$ cat config.mk
export PLATFORM = sky130hd
export DESIGN_NAME = adcpat_top
export DESIGN_NICKNAME = d
export VERILOG_FILES = /design/src/rtl/adcpat_pkg.sv /design/src/rtl/adcpat_regs.sv /design/src/rtl/adcpat_offset.sv /design/src/rtl/adcpat_patgen.sv /design/src/rtl/adcpat_top.sv
export SDC_FILE = /design/constraint.sdc
export NUM_CORES = 1
export LEC_CHECK = 0
export ABC_AREA = 0
export BUFFER_PORTS_ARGS = -buffer_cell sky130_fd_sc_hd__buf_2
export CAP_MARGIN = 25
export CORE_MARGIN = 1.5
export CORE_UTILIZATION = 54
export CTS_CLUSTER_SIZE = 16
export DETAILED_ROUTE_END_ITERATION = 8
export PLACE_DENSITY_LB_ADDON = 0.25
export REMOVE_ABC_BUFFERS = 1
export SLEW_MARGIN = 20
export SYNTH_ARGS = -nofsm -noshare
export SYNTH_HDL_FRONTEND = slang
export SYNTH_SLANG_ARGS = --single-unit
$ cat constraint.sdc
create_clock -name clk -period 2.8 [get_ports clk]
set_clock_uncertainty 0.05 [all_clocks]
set_input_delay 0.56 -clock clk [delete_from_list [all_inputs] [get_ports clk]]
set_output_delay 0.56 -clock clk [all_outputs]
set_load 0.02 [all_outputs]
$ cat src/rtl/adcpat_pkg.sv
package adcpat_pkg;

    typedef enum logic [2:0] {
        PAT_OFF   = 3'b000,
        PAT_MID   = 3'b001,
        PAT_NEG   = 3'b010,
        PAT_POS   = 3'b011,
        PAT_TOG   = 3'b100,
        PAT_USER  = 3'b101,
        PAT_ALT10 = 3'b110,
        PAT_ALT01 = 3'b111
    } pat_sel_e;

    typedef enum logic [1:0] {
        TOG_IDLE = 2'd0,
        TOG_ZERO = 2'd1,
        TOG_ONES = 2'd2
    } tog_state_e;

    localparam logic [7:0] ADDR_CTRL = 8'h12;
    localparam logic [7:0] ADDR_OFS  = 8'h13;
    localparam logic [7:0] ADDR_PAT  = 8'h14;
    localparam logic [7:0] ADDR_USR  = 8'h15;

endpackage

$ cat src/rtl/adcpat_regs.sv
module adcpat_regs
    import adcpat_pkg::*;
#(
    parameter int OW = 6,
    parameter int UW = 8
) (
    input  logic          clk,
    input  logic          rst_n,
    input  logic          we,
    input  logic [7:0]    addr,
    input  logic [7:0]    wdata,
    output logic [7:0]    rdata,
    output logic          vld_inv,
    output logic [OW-1:0] ofs,
    output pat_sel_e      pat_sel,
    output logic [UW-1:0] usr
);
    logic [2:0] phase_q;

    always_ff @(posedge clk) begin
        if (!rst_n) begin
            vld_inv <= 1'b0;
            phase_q <= '0;
            ofs     <= '0;
            pat_sel <= PAT_OFF;
            usr     <= '0;
        end else if (we) begin
            unique case (addr)
                ADDR_CTRL: begin
                    vld_inv <= wdata[3];
                    phase_q <= wdata[2:0];
                end
                ADDR_OFS: ofs     <= wdata[OW-1:0];
                ADDR_PAT: pat_sel <= pat_sel_e'(wdata[2:0]);
                ADDR_USR: usr     <= wdata[UW-1:0];
                default: ;
            endcase
        end
    end

    always_comb begin
        rdata = 8'h00;
        unique case (addr)
            ADDR_CTRL: rdata = {4'b0000, vld_inv, phase_q};
            ADDR_OFS:  rdata[OW-1:0] = ofs;
            ADDR_PAT:  rdata[2:0] = pat_sel;
            ADDR_USR:  rdata[UW-1:0] = usr;
            default:   rdata = 8'h00;
        endcase
    end

    // unused high bits of the control registers always read zero
    assert_unused_zero_R2: assert property (@(posedge clk) disable iff (!rst_n)
        (addr == ADDR_PAT) |-> (rdata[7:3] == 5'b0));

    // a write to the user register is visible in that register next cycle
    assert_usr_write_R2: assert property (@(posedge clk) disable iff (!rst_n)
        (we && addr == ADDR_USR) |=> (usr == $past(wdata[UW-1:0])));

    // addresses outside the window read zero
    assert_oob_read_R3: assert property (@(posedge clk) disable iff (!rst_n)
        (addr < ADDR_CTRL || addr > ADDR_USR) |-> (rdata == 8'h00));

endmodule

$ cat src/rtl/adcpat_offset.sv
module adcpat_offset #(
    parameter int DW = 10,
    parameter int OW = 6
) (
    input  logic          clk,
    input  logic          rst_n,
    input  logic [DW-1:0] smp,
    input  logic [OW-1:0] ofs,
    output logic [DW-1:0] res
);
    localparam int SW = DW + 2;
    localparam logic signed [SW-1:0] MAXV = SW'((1 << DW) - 1);

    logic signed [SW-1:0] sum;

    always_comb begin
        sum = $signed({2'b00, smp}) + $signed({{(SW-OW){ofs[OW-1]}}, ofs});
        if (sum < 0)
            res = '0;
        else if (sum > MAXV)
            res = '1;
        else
            res = sum[DW-1:0];
    end

    // a non-negative offset never lowers the sample (no wrap at the top)
    assert_no_wrap_up_R5: assert property (@(posedge clk) disable iff (!rst_n)
        !ofs[OW-1] |-> (res >= smp));

    // a negative offset never raises the sample (no wrap at the bottom)
    assert_no_wrap_down_R5: assert property (@(posedge clk) disable iff (!rst_n)
        ofs[OW-1] |-> (res <= smp));

endmodule

$ cat src/rtl/adcpat_patgen.sv
module adcpat_patgen
    import adcpat_pkg::*;
#(
    parameter int DW = 10,
    parameter int UW = 8
) (
    input  logic          clk,
    input  logic          rst_n,
    input  pat_sel_e      sel,
    input  logic          vld,
    input  logic [UW-1:0] usr,
    output logic [DW-1:0] pat
);
    localparam logic [DW-1:0] MID = DW'(1) << (DW - 1);

    logic [DW-1:0] alt10;
    tog_state_e    state, state_nx;
    logic [DW-1:0] tog_val;

    for (genvar i = 0; i < DW; i++) begin : g_alt
        assign alt10[i] = (i % 2 == 1);
    end

    always_ff @(posedge clk) begin
        if (!rst_n) state <= TOG_IDLE;
        else        state <= state_nx;
    end

    always_comb begin
        state_nx = state;
        tog_val  = '0;
        unique case (state)
            TOG_IDLE: begin
                if (sel == PAT_TOG) state_nx = vld ? TOG_ONES : TOG_ZERO;
            end
            TOG_ZERO: begin
                if (sel != PAT_TOG) state_nx = TOG_IDLE;
                else if (vld)       state_nx = TOG_ONES;
            end
            TOG_ONES: begin
                tog_val = '1;
                if (sel != PAT_TOG) state_nx = TOG_IDLE;
                else if (vld)       state_nx = TOG_ZERO;
            end
            default: state_nx = TOG_IDLE;
        endcase
    end

    always_comb begin
        unique case (sel)
            PAT_MID:   pat = MID;
            PAT_NEG:   pat = '0;
            PAT_POS:   pat = '1;
            PAT_TOG:   pat = tog_val;
            PAT_USER:  pat = {usr, {(DW-UW){1'b0}}};
            PAT_ALT10: pat = alt10;
            PAT_ALT01: pat = ~alt10;
            default:   pat = '0;
        endcase
    end

    // the toggle state machine is only active while the toggle code is selected
    assert_tog_only_selected_R7: assert property (@(posedge clk) disable iff (!rst_n)
        (sel != PAT_TOG) |=> (state == TOG_IDLE));

    // a valid sample in the ones state moves the toggle back to zeros
    assert_tog_flip_R7: assert property (@(posedge clk) disable iff (!rst_n)
        (state == TOG_ONES && sel == PAT_TOG && vld) |=> (state == TOG_ZERO));

    // a cycle with no valid sample does not move the toggle
    assert_tog_hold_R7: assert property (@(posedge clk) disable iff (!rst_n)
        (state != TOG_IDLE && sel == PAT_TOG && !vld) |=> $stable(state));

endmodule

$ cat src/rtl/adcpat_top.sv
module adcpat_top
    import adcpat_pkg::*;
#(
    parameter int DW = 10,
    parameter int OW = 6,
    parameter int UW = 8
) (
    input  logic          clk,
    input  logic          rst_n,
    input  logic [DW-1:0] smp_in,
    input  logic          smp_vld,
    input  logic          reg_we,
    input  logic [7:0]    reg_addr,
    input  logic [7:0]    reg_wdata,
    output logic [7:0]    reg_rdata,
    output logic [DW-1:0] dout,
    output logic          dout_vld
);
    logic          vld_inv;
    logic [OW-1:0] ofs;
    pat_sel_e      pat_sel;
    logic [UW-1:0] usr;
    logic [DW-1:0] live_val;
    logic [DW-1:0] pat_val;

    adcpat_regs #(.OW(OW), .UW(UW)) u_regs (
        .clk     (clk),
        .rst_n   (rst_n),
        .we      (reg_we),
        .addr    (reg_addr),
        .wdata   (reg_wdata),
        .rdata   (reg_rdata),
        .vld_inv (vld_inv),
        .ofs     (ofs),
        .pat_sel (pat_sel),
        .usr     (usr)
    );

    adcpat_offset #(.DW(DW), .OW(OW)) u_ofs (
        .clk   (clk),
        .rst_n (rst_n),
        .smp   (smp_in),
        .ofs   (ofs),
        .res   (live_val)
    );

    adcpat_patgen #(.DW(DW), .UW(UW)) u_pat (
        .clk   (clk),
        .rst_n (rst_n),
        .sel   (pat_sel),
        .vld   (smp_vld),
        .usr   (usr),
        .pat   (pat_val)
    );

    always_ff @(posedge clk) begin
        if (!rst_n) begin
            dout     <= '0;
            dout_vld <= 1'b0;
        end else begin
            dout_vld <= smp_vld ^ vld_inv;
            if (smp_vld)
                dout <= (pat_sel == PAT_OFF) ? live_val : pat_val;
        end
    end

    // with no pattern and zero offset a valid sample passes straight through
    assert_passthru_R4: assert property (@(posedge clk) disable iff (!rst_n)
        (pat_sel == PAT_OFF && ofs == '0 && smp_vld) |=> (dout == $past(smp_in)));

    // output data holds on cycles without a valid sample
    assert_hold_R10: assert property (@(posedge clk) disable iff (!rst_n)
        !smp_vld |=> $stable(dout));

    // with normal polarity the strobe follows the input valid one cycle later
    assert_vld_delay_R10: assert property (@(posedge clk) disable iff (!rst_n)
        (!vld_inv && smp_vld) |=> dout_vld);

    // a fixed mid-scale pattern ignores the offset
    assert_pat_no_offset_R9: assert property (@(posedge clk) disable iff (!rst_n)
        (pat_sel == PAT_MID && smp_vld) |=> (dout == (DW'(1) << (DW - 1))));

endmodule

* Word-level counts from Yosys, hierarchy flattened
Cells that the tools add are included.
W data, S select, Z words.
** Storage, ports and cells
- Register bits :: 34
- Input port bits :: 30
- Logic and storage cells :: 50
** Operators by class
- $add $sub $neg :: 1
- Order comparisons :: 2
- Eq/ne operators :: 16
- Mux-type cells :: 15
- Bitwise logic cells :: 1
- Reductions and logical operators :: 7
** Operators with widths (count)
- $pmux W10 S6 :: 1
- $mux W10 :: 4
- $eq A8 B5 Y1 const B :: 4
- $mux W2 :: 7
- $add A11 B6 Y12 :: 1
- $eq A3 B3 Y1 const B :: 4
- $gt A12 B11 Y1 const B :: 1
- $lt A12 B1 Y1 const B :: 1
- $pmux W3 S4 :: 1
- $pmux W3 S3 :: 1
- $reduce_and A2 Y1 :: 4
- $ne A3 B2 Y1 const B :: 2
- $pmux W2 S3 :: 1
- $eq A3 B1 Y1 const B :: 1
- $eq A3 B2 Y1 const B :: 1
- $logic_not A3 Y1 :: 1
- $ne A3 B3 Y1 const B :: 1
- $reduce_and A3 Y1 :: 1
- $eq A2 B1 Y1 const B :: 1
- $eq A2 B2 Y1 const B :: 1
- $logic_not A2 Y1 :: 1
- $ne A2 B1 Y1 const B :: 1
- $xor A1 B1 Y1 :: 1

* Longest topological paths before layout
Gate-level depths: netlist of run 1.
- Depth after elaboration :: 5
- Mapped depth :: 10

* By module
A second synthesis of run 1 with hierarchy kept.
** Second synthesis, totals
- Cells, all modules :: 296
- Area, all modules :: 2526.2 µm²
** Modules (own cells, without submodules)
- adcpat_regs :: instances 1, cells each 112, area an instance 1072.3 µm²
- adcpat_offset :: instances 1, cells each 84, area an instance 640.6 µm²
- adcpat_top :: instances 1, cells each 62, area an instance 573.0 µm²
- adcpat_patgen :: instances 1, cells each 38, area an instance 240.2 µm²

* Least setup slack after synthesis of run 1
Ideal clock, no wire load.
- Kind :: input to output
- From :: input port reg_addr[3]
- To :: output port reg_rdata[1]
- Arrival :: 1.970 ns
- Data required time :: 2.190 ns
- Path slack :: 0.220 ns
- Cell stages on the path :: 6
- Path buffers :: 1
- Cell sequence :: nor4b_1 > nand3b_1 > nor2_1 > clkbuf_1 > a22oi_1 > nand2_1
** Between the ends
- Cells in the longest elaborated chain, start to end :: 2
- Elaborated cells on any way between the ends :: 5
** RTL lines
- start, declared :: RTL line adcpat_top.sv:13 : input logic [7:0] reg_addr,
- $eq A8 B5 Y1 :: RTL line adcpat_regs.sv:43 : unique case (addr)
- $pmux W3 S4 * :: RTL line adcpat_regs.sv:43
- end, declared :: RTL line adcpat_top.sv:15 : output logic [7:0] reg_rdata,
Every way passes the cells marked *; elsewhere a longest branch is shown, timed or not.

* Worst setup path after layout of run 1
- From :: input port reg_addr[3]
- To :: output port reg_rdata[0]
The elaborated chain is that of the path after synthesis.

==> flow_summary.json, run 1 <==
{
  "grt_overflow": 0,
  "vias_per_cell": 5.904,
  "drv_slew": 0,
  "grt_pass1_wl_um": 8763,
  "netlist_instances": 265,
  "ys_types": 46,
  "rsz0062_at_grt": "no",
  "power.total_mw": 1.004,
  "final_cells": 366,
  "drtIter0Drc": 163,
  "cp.arrival_ps": 1890,
  "final_area_um2": 2560,
  "post_cts_resize_count": 0,
  "layout.cells.most_common": "buf_2",
  "drtAntennaViolNets": 0,
  "cts_tree": "built",
  "hpwl_um": 4112,
  "synth_area_um2": 2146,
  "fin_hold_ws_ps": 416.8,
  "crit_type": "in2out",
  "final.fill_count": 340,
  "place_ws_ps": 34.44,
  "status": "finished, final reports clean",
  "rows": 22,
  "drc": 0,
  "root_buffer": "clkbuf_8",
  "p_leak_nw": 1.091,
  "yosys_warnings": 0,
  "initial_utilization": 0.5732,
  "cts.sinks": 34,
  "n_antenna_cell": 0,
  "firstDrtPassIters": 4,
  "postPlaceCellArea_um2": 2469,
  "grt_max_degree": 35,
  "worst_setup_path_end_kind": "output pin",
  "fin_ws_ps": 302.9,
  "async_flop_share": 0,
  "yosysSeqAreaShare": 0.3172,
  "final_core_util": 0.6838,
  "clock_latency_ps": 290,
  "vias": 2161,
  "ff2ff_path_depth": 11,
  "maxSlewHeadroom": 0.6164,
  "clk_path_buf_depth": 2,
  "core_area_um2": 3744,
  "maxCapViolCount": 0,
  "power.density_nw_per_um2": 392.0,
  "ys_ff_latch": 34,
  "path_clk_slew_ps": 70,
  "antenna_found_initial": 0,
  "detail_route.wl_per_cell_um": 15.23,
  "postCtsSetupRepairBufs": 0,
  "dp.cells": 358,
  "syn_to_final_growth_pct": 19.30,
  "hold_buffers": 0,
  "crit_fanout": 17,
  "die_area_um2": 4361,
  "cts_made_buffers": 5,
  "synth_edf_count": 0,
  "synth_ff_type": "dfxtp_1",
  "cts_max_level": 2,
  "grt_pass1_vias": 1879,
  "finalHoldViolations": 0,
  "required_ps": 2190,
  "routed_wl_um": 5576,
  "port_buffers": 48,
  "finalSetupViolCount": 0,
  "die_w_um": 66.04,
  "multi_input_area_um2": 1383,
  "io_pins": 49,
  "period_minus_slack_ps": 2497,
  "ir_drop_v": 0.0003376,
  "layout.nets": 359,
  "drive_gt1_frac": 0.2358,
  "place_congestion": 0.9581,
  "fmax_ghz": 0.4005,
  "finalCritPeriodShare": 0.8918,
  "tightest_slew_ps": 572.8,
  "setup_tns_ps": 0,
  "grt_util_all_layers": 0.2648,
  "start_kind": "input port",
  "whs_path_depth": 2,
  "final_cell_mix": "buf_2 (48), nand2_1 (38), dfxtp_1 (34)",
  "regArea_um2": 680.7,
  "die_y_um": 66.04,
  "synth_area_per_cell_um2": 8.097,
  "hold_path_class": "reg2reg"
}
-- worst max-delay path, cell delays in order --
cell,delay (ps)
buf_2,100
nor4b_1,380
nand3b_1,150
nor2_1,120
buf_4,230
a22oi_1,110
nand2_1,80
buf_2,160
-- path summary, 6_finish.rpt --
kind | startpoint | to | slack (ps)
worst min-delay path | u_regs.phase_q[1]$_SDFFE_PN0P_ | u_regs.phase_q[1]$_SDFFE_PN0P_ | 420
worst max register to register | u_regs.ofs[0]$_SDFFE_PN0P_ | dout[4]$_SDFFE_PN0P_ | 300
worst min register to register | u_regs.phase_q[1]$_SDFFE_PN0P_ | u_regs.phase_q[1]$_SDFFE_PN0P_ | 420
worst max-delay path | reg_addr[3] | reg_rdata[0] | 300
-- cell families (layout without fill, tap and decap cells) --
kind of cell               count (synthesis)  in the layout  share of synthesized area
AOI/OAI and AO/OA                         93             93                     0.3085
DFF                                       34             34                     0.3172
adders and majority gates                 12             12                    0.07347
and+or+nand+nor                           94             94                     0.2146
xor gates and xnor gates                   9              9                    0.03673
buffers and inverters                     21             74                    0.03848
muxes                                      2              2                    0.01108
-- synthesized netlist by cell type (7+ instances only) --
cell type / n / area, um^2
o21ai_0: 12 / 60.06
a21boi_0: 21 / 157.7
a21oi_1: 21 / 105.1
a22oi_1: 7 / 52.55
clkbuf_1: 12 / 45.04
dfxtp_1: 34 / 680.7
nor2_1: 10 / 37.54
o31ai_1: 7 / 52.55
inv_1: 8 / 30.03
nand3_1: 22 / 110.1
nand2_1: 38 / 142.6
ha_1: 11 / 137.6
-- final cells by class --
type                       count  area share
clock buffer                   7     0.03372
tap                           48     0.02346
clock inverter                 1    0.001955
inverter                       8     0.01173
timing repair buffer          58      0.1232
multi-input combinational    210      0.5401
sequential                    34      0.2659
-- sequential cells by signal, indices dropped and copies added (netlist names) --
name,count
u_regs.pat_sel,3
u_regs.ofs,6
dout_vld,1
u_regs.phase_q,3
dout,10
u_regs.vld_inv,1
u_pat.state,2
u_regs.usr,8
-- report_power, final --
| part | internal, mW | switching [mW] |
|---|---|---|
| combinational | 0.0520 | 0.0742 |
| sequential | 0.495 | 0.00496 |
| clock | 0.198 | 0.179 |
-- routing by layer --
layer	GRT usage	part of all wire	up-vias	wire length, um
met5	0	0	-	0
met4	0.08163	0.022	0	123
met3	0.06133	0.079	11	441
met2	0.4255	0.47	87	2603
met1	0.3523	0.43	993	2408
li1	-	-	1070	-
(Power assumes the default switching activity.)
==> inputs of run 2 (changes only) <==
Settings changed: CAP_MARGIN 25 to 20, CELL_PAD_IN_SITES_DETAIL_PLACEMENT set to 1, CELL_PAD_IN_SITES_GLOBAL_PLACEMENT set to 2, CORE_UTILIZATION 54 to 31, HOLD_SLACK_MARGIN set to 0.12.
==> flow_summary.json, run 2 (same netlist as run 1, synthesis figures left out) <==
{
  "required_ps": 2940,
  "root_buffer": "clkbuf_8",
  "io_pins": 49,
  "finalSetupViolCount": 0,
  "ff2ff_path_depth": 8,
  "crit_fanout": 10,
  "die_w_um": 86.20,
  "grt_overflow": 0,
  "path_clk_slew_ps": 70,
  "crit_type": "reg2reg",
  "min_to": "u_regs.phase_q[1]$_SDFFE_PN0P_",
  "rsz0062_at_grt": "no",
  "grt_max_degree": 35,
  "rr_startpoint": "u_regs.ofs[5]$_SDFFE_PN0P_",
  "syn_to_final_growth_pct": 21.22,
  "layout.nets": 358,
  "maxCapViolCount": 0,
  "status": "finished, final reports clean",
  "drtIter0Drc": 91,
  "clock_latency_ps": 280,
  "layout.cells.most_common": "buf_2",
  "postCtsSetupRepairBufs": 0,
  "period_minus_slack_ps": 2571,
  "detail_route.wl_per_cell_um": 15.69,
  "final_cell_mix": "buf_2 (48), nand2_1 (38), dfxtp_1 (34)",
  "top_regs": "dout x10, u_regs.usr x8, u_regs.ofs x6",
  "start_kind": "flip-flop",
  "ir_drop_v": 0.0002169,
  "initial_utilization": 0.3176,
  "hold_buffers": 0,
  "worst_setup_path_end_kind": "flip-flop",
  "p_leak_nw": 1.081,
  "vias": 2097,
  "largest_reg_flops": 10,
  "hold_path_class": "reg2reg",
  "r2r-end": "dout[1]$_SDFFE_PN0P_",
  "final.fill_count": 850,
  "drive_gt1_frac": 0.2310,
  "clk_path_buf_depth": 2,
  "hpwl_um": 4823,
  "rrSetupSlack_ps": 230,
  "whs_path_depth": 2,
  "power.density_nw_per_um2": 371.8,
  "firstDrtPassIters": 6,
  "regArea_um2": 680.7,
  "hold_start": "u_regs.phase_q[1]$_SDFFE_PN0P_",
  "finalHoldViolations": 0,
  "die_area_um2": 7430,
  "drv_slew": 0,
  "cts_made_buffers": 5,
  "maxSlewHeadroom": 0.6077,
  "multi_input_area_um2": 1394,
  "finalCritPeriodShare": 0.9182,
  "die_y_um": 86.20,
  "grt_pass1_vias": 2124,
  "routed_wl_um": 6215,
  "rows": 30,
  "top_register": "dout",
  "cts_tree": "built",
  "grt_util_all_layers": 0.1802,
  "tightest_slew_ps": 585.9,
  "power.total_mw": 0.9671,
  "cp.arrival_ps": 2710,
  "port_buffers": 48,
  "dp.cells": 389,
  "core_area_um2": 6756,
  "fmax_ghz": 0.3890,
  "final_cells": 396,
  "setup_tns_ps": 0,
  "grt_pass1_wl_um": 10650,
  "n_antenna_cell": 0,
  "vias_per_cell": 5.295,
  "drtAntennaViolNets": 0,
  "cts_max_level": 2,
  "cts.sinks": 34,
  "place_congestion": 0.7771,
  "antenna_found_initial": 0,
  "drc": 0
}
-- run 2: timing repair --
item	CTS	global route
gates resized for setup	0	1
endpoints found under the hold margin	0	0
endpoints found under the setup margin	0	1
-- run 2: stage by stage --
| stage | cell area (um^2) | hold slack (ps) | util | worst slack, ps |
|---|---|---|---|---|
| global placement | 2514 | 405.3 | 0.3720 | 54.32 |
| finish | 2601 | 418.5 | 0.3850 | 229.1 |
| floorplan | 2093 | 393.1 | - | 197.6 |
| detailed placement | 2514 | 416.3 | 0.3720 | 18.32 |
| CTS | 2590 | 425.0 | 0.3833 | 166.9 |
| global route | 2601 | 439.4 | 0.3850 | 10.86 |
-- run 2: worst max-delay path by stage --
stage	from	to	slack [ps]	cells after the start
after floorplan	reg_addr[3]	reg_rdata[0]	200	5
after global placement	smp_in[1]	dout[1]$_SDFFE_PN0P_	50	8
after detailed placement	smp_in[1]	dout[1]$_SDFFE_PN0P_	20	8
after CTS	u_regs.ofs[5]$_SDFFE_PN0P_	dout[1]$_SDFFE_PN0P_	170	7
after global routing	reg_addr[3]	reg_rdata[2]	10	8
final	u_regs.ofs[5]$_SDFFE_PN0P_	dout[1]$_SDFFE_PN0P_	230	8
-- run 2: worst max-delay path, stage by stage (launching register included) --
cell      delay (ps)
dfxtp_1          570
ha_1             340
a21oi_2          240
o211ai_2         170
a221oi_4         400
mux2i_2          240
buf_4            190
nor2_1            50
a311oi_1         240
-- run 2: per-layer routing --
| metal | part of all wire | wire, um | global-route usage |
|---|---|---|---|
| met1 | 0.52 | 3203 | 0.2578 |
| met2 | 0.45 | 2781 | 0.2835 |
| met3 | 0.034 | 213 | 0.04095 |
| met4 | 0.0026 | 16 | 0.02639 |
| met5 | 0 | 0 | 0 |
-- run 2: power by group --
group          leakage [nW]  internal, mW  switching, mW
Clock                0.0383         0.171          0.168
Sequential            0.277         0.495        0.00614
Combinational         0.766        0.0521         0.0750
Total                  1.08         0.718          0.249
-- run 2: final cells by class --
class,instances,area share
timing repair buffer,57,0.1231
sequential,34,0.2617
clock buffer,7,0.02934
multi-input combinational,210,0.5358
tap,80,0.03848
inverter,8,0.01154
==> inputs of run 3 (changes only) <==
Settings changed: PLACE_DENSITY_LB_ADDON 0.25 to 0.1.
==> flow_summary.json, run 3 (same netlist as run 1, synthesis figures left out) <==
{
  "die_y_um": 86.20,
  "clockPowerShare": 0.361,
  "start_kind": "flip-flop",
  "cts_made_buffers": 5,
  "clk_path_buf_depth": 2,
  "firstDrtPassIters": 4,
  "layout.cells.most_common": "buf_2",
  "maxSlewHeadroom": 0.6263,
  "die_area_um2": 7430,
  "top_register": "dout",
  "syn_to_final_growth_pct": 20.64,
  "slowest_stage": "dfxtp_1",
  "tightest_slew_ps": 558.1,
  "vias": 2089,
  "cts_max_level": 2,
  "drv_slew": 0,
  "cp.arrival_ps": 2680,
  "period_minus_slack_ps": 2536,
  "clock_latency_ps": 290,
  "top_regs": "dout x10, u_regs.usr x8, u_regs.ofs x6",
  "status": "finished, final reports clean",
  "grt_max_degree": 35,
  "die_w_um": 86.20,
  "final_core_util": 0.3831,
  "finalCritPeriodShare": 0.9057,
  "p_sw_frac": 0.2706,
  "crit_fanout": 9,
  "cp_cell_sequence": "ha_1 -> a21oi_2 -> o211ai_2 -> a221oi_4 -> o311a_1 -> nor2_1 -> a311oi_1",
  "largest_reg_flops": 10,
  "core_area_um2": 6756,
  "p_sw_mw": 0.2662,
  "rsz0062_at_grt": "no",
  "final_cells": 397,
  "postCtsSetupRepairBufs": 0,
  "pwr-share-seq": 0.509,
  "post_cts_resize_count": 0,
  "n_antenna_cell": 0,
  "maxCapViolCount": 0,
  "port_buffers": 48,
  "finalHoldViolations": 0,
  "fmax_ghz": 0.3943,
  "antenna_found_initial": 0,
  "setup_tns_ps": 0,
  "power.density_nw_per_um2": 379.9,
  "initial_utilization": 0.3176,
  "grt_util_all_layers": 0.1790,
  "routed_wl_um": 6327,
  "root_buffer": "clkbuf_8",
  "hold_path_class": "reg2reg",
  "cts_tree": "built",
  "vias_per_cell": 5.262,
  "crit_type": "reg2reg",
  "io_pins": 49,
  "detail_route.wl_per_cell_um": 15.94,
  "place_congestion": 0.7402,
  "hold_buffers": 0,
  "layout.nets": 359,
  "final.fill_count": 852,
  "final_cell_mix": "buf_2 (48), nand2_1 (38), dfxtp_1 (34)",
  "worst_setup_path_end_kind": "flip-flop",
  "max_stage_delay_ps": 490,
  "p_leak_nw": 1.080,
  "rows": 30,
  "dp.cells": 390,
  "drtAntennaViolNets": 0,
  "grt_pass1_wl_um": 10360,
  "grt_overflow": 0,
  "drtIter0Drc": 41,
  "grt_pass1_vias": 2058,
  "p_int_mw": 0.7174,
  "required_ps": 2940,
  "combPwrFrac": 0.130,
  "finalSetupViolCount": 0,
  "hpwl_um": 4826,
  "drive_gt1_frac": 0.2334,
  "ir_drop_v": 0.0001301,
  "cts.sinks": 34,
  "drc": 0,
  "path_clk_slew_ps": 80
}
run 3: cell types whose count changed in the layout (fill, tap and decap cells not counted), sizes merged:
cell | before | now
buf | 57 | 58
clkinvlp | 0 | 1
clkbuf | 7 | 6
run 3: worst paths after layout:
check,slack [ps],to,start,depth (start not counted)
max,260,dout[1]$_SDFFE_PN0P_,u_regs.ofs[5]$_SDFFE_PN0P_,7
min,420,u_regs.phase_q[2]$_SDFFE_PN0P_,u_regs.phase_q[2]$_SDFFE_PN0P_,2
max reg2reg,260,dout[1]$_SDFFE_PN0P_,u_regs.ofs[5]$_SDFFE_PN0P_,7
min reg2reg,420,u_regs.phase_q[2]$_SDFFE_PN0P_,u_regs.phase_q[2]$_SDFFE_PN0P_,2
run 3: layer usage:
layer,up-vias,part of all wire,track usage
li1,1067,-,-
met1,980,0.52,0.2547
met2,40,0.44,0.2849
met3,2,0.031,0.02952
met4,0,0.0049,0.03959
met5,-,0,0
run 3: layout make-up:
type / count / area [um^2] / share of cell area
Clock inverter: 1 / 7.507 / 0.002900
Multi-Input combinational cell: 210 / 1383 / 0.5341
Inverter: 8 / 30.03 / 0.01160
Clock buffer: 6 / 72.57 / 0.02803
Timing Repair Buffer: 58 / 315.3 / 0.1218
Sequential cell: 34 / 680.7 / 0.2629
Tap cell: 80 / 100.1 / 0.03867
run 3: worst max-delay path, delay by kind of cell, from the launching register on:
family / cells / cell delay [ps]
AO/OA/AOI/OAI: 5 / 1470
AND/OR/NAND/NOR: 1 / 100
flip-flops: 1 / 490
adder cells (fa/ha/maj): 1 / 310
run 3: stage by stage:
| stage | area, um^2 | power (mW) | setup slack [ps] | hold slack, ps |
|---|---|---|---|---|
| after global routing | 2589 | 1.031 | 28.85 | 441.0 |
| after CTS | 2589 | 0.9955 | 234.6 | 421.7 |
| after detailed placement | 2509 | 0.6407 | 10.07 | 411.4 |
| after floorplan | 2093 | 0.5729 | 197.6 | 393.1 |
| final | 2589 | 0.9836 | 264.1 | 419.9 |
| after global placement | 2509 | 0.6398 | 49.85 | 404.5 |
run 3: power groups by stage:
stage               clock network [mW]  logic, mW  registers (mW)
CTS                              0.365      0.130           0.501
detailed placement                   0      0.129           0.512
finish                           0.355      0.128           0.500
floorplan                            0     0.0490           0.524
global route                     0.387      0.142           0.502
global placement                     0      0.128           0.511
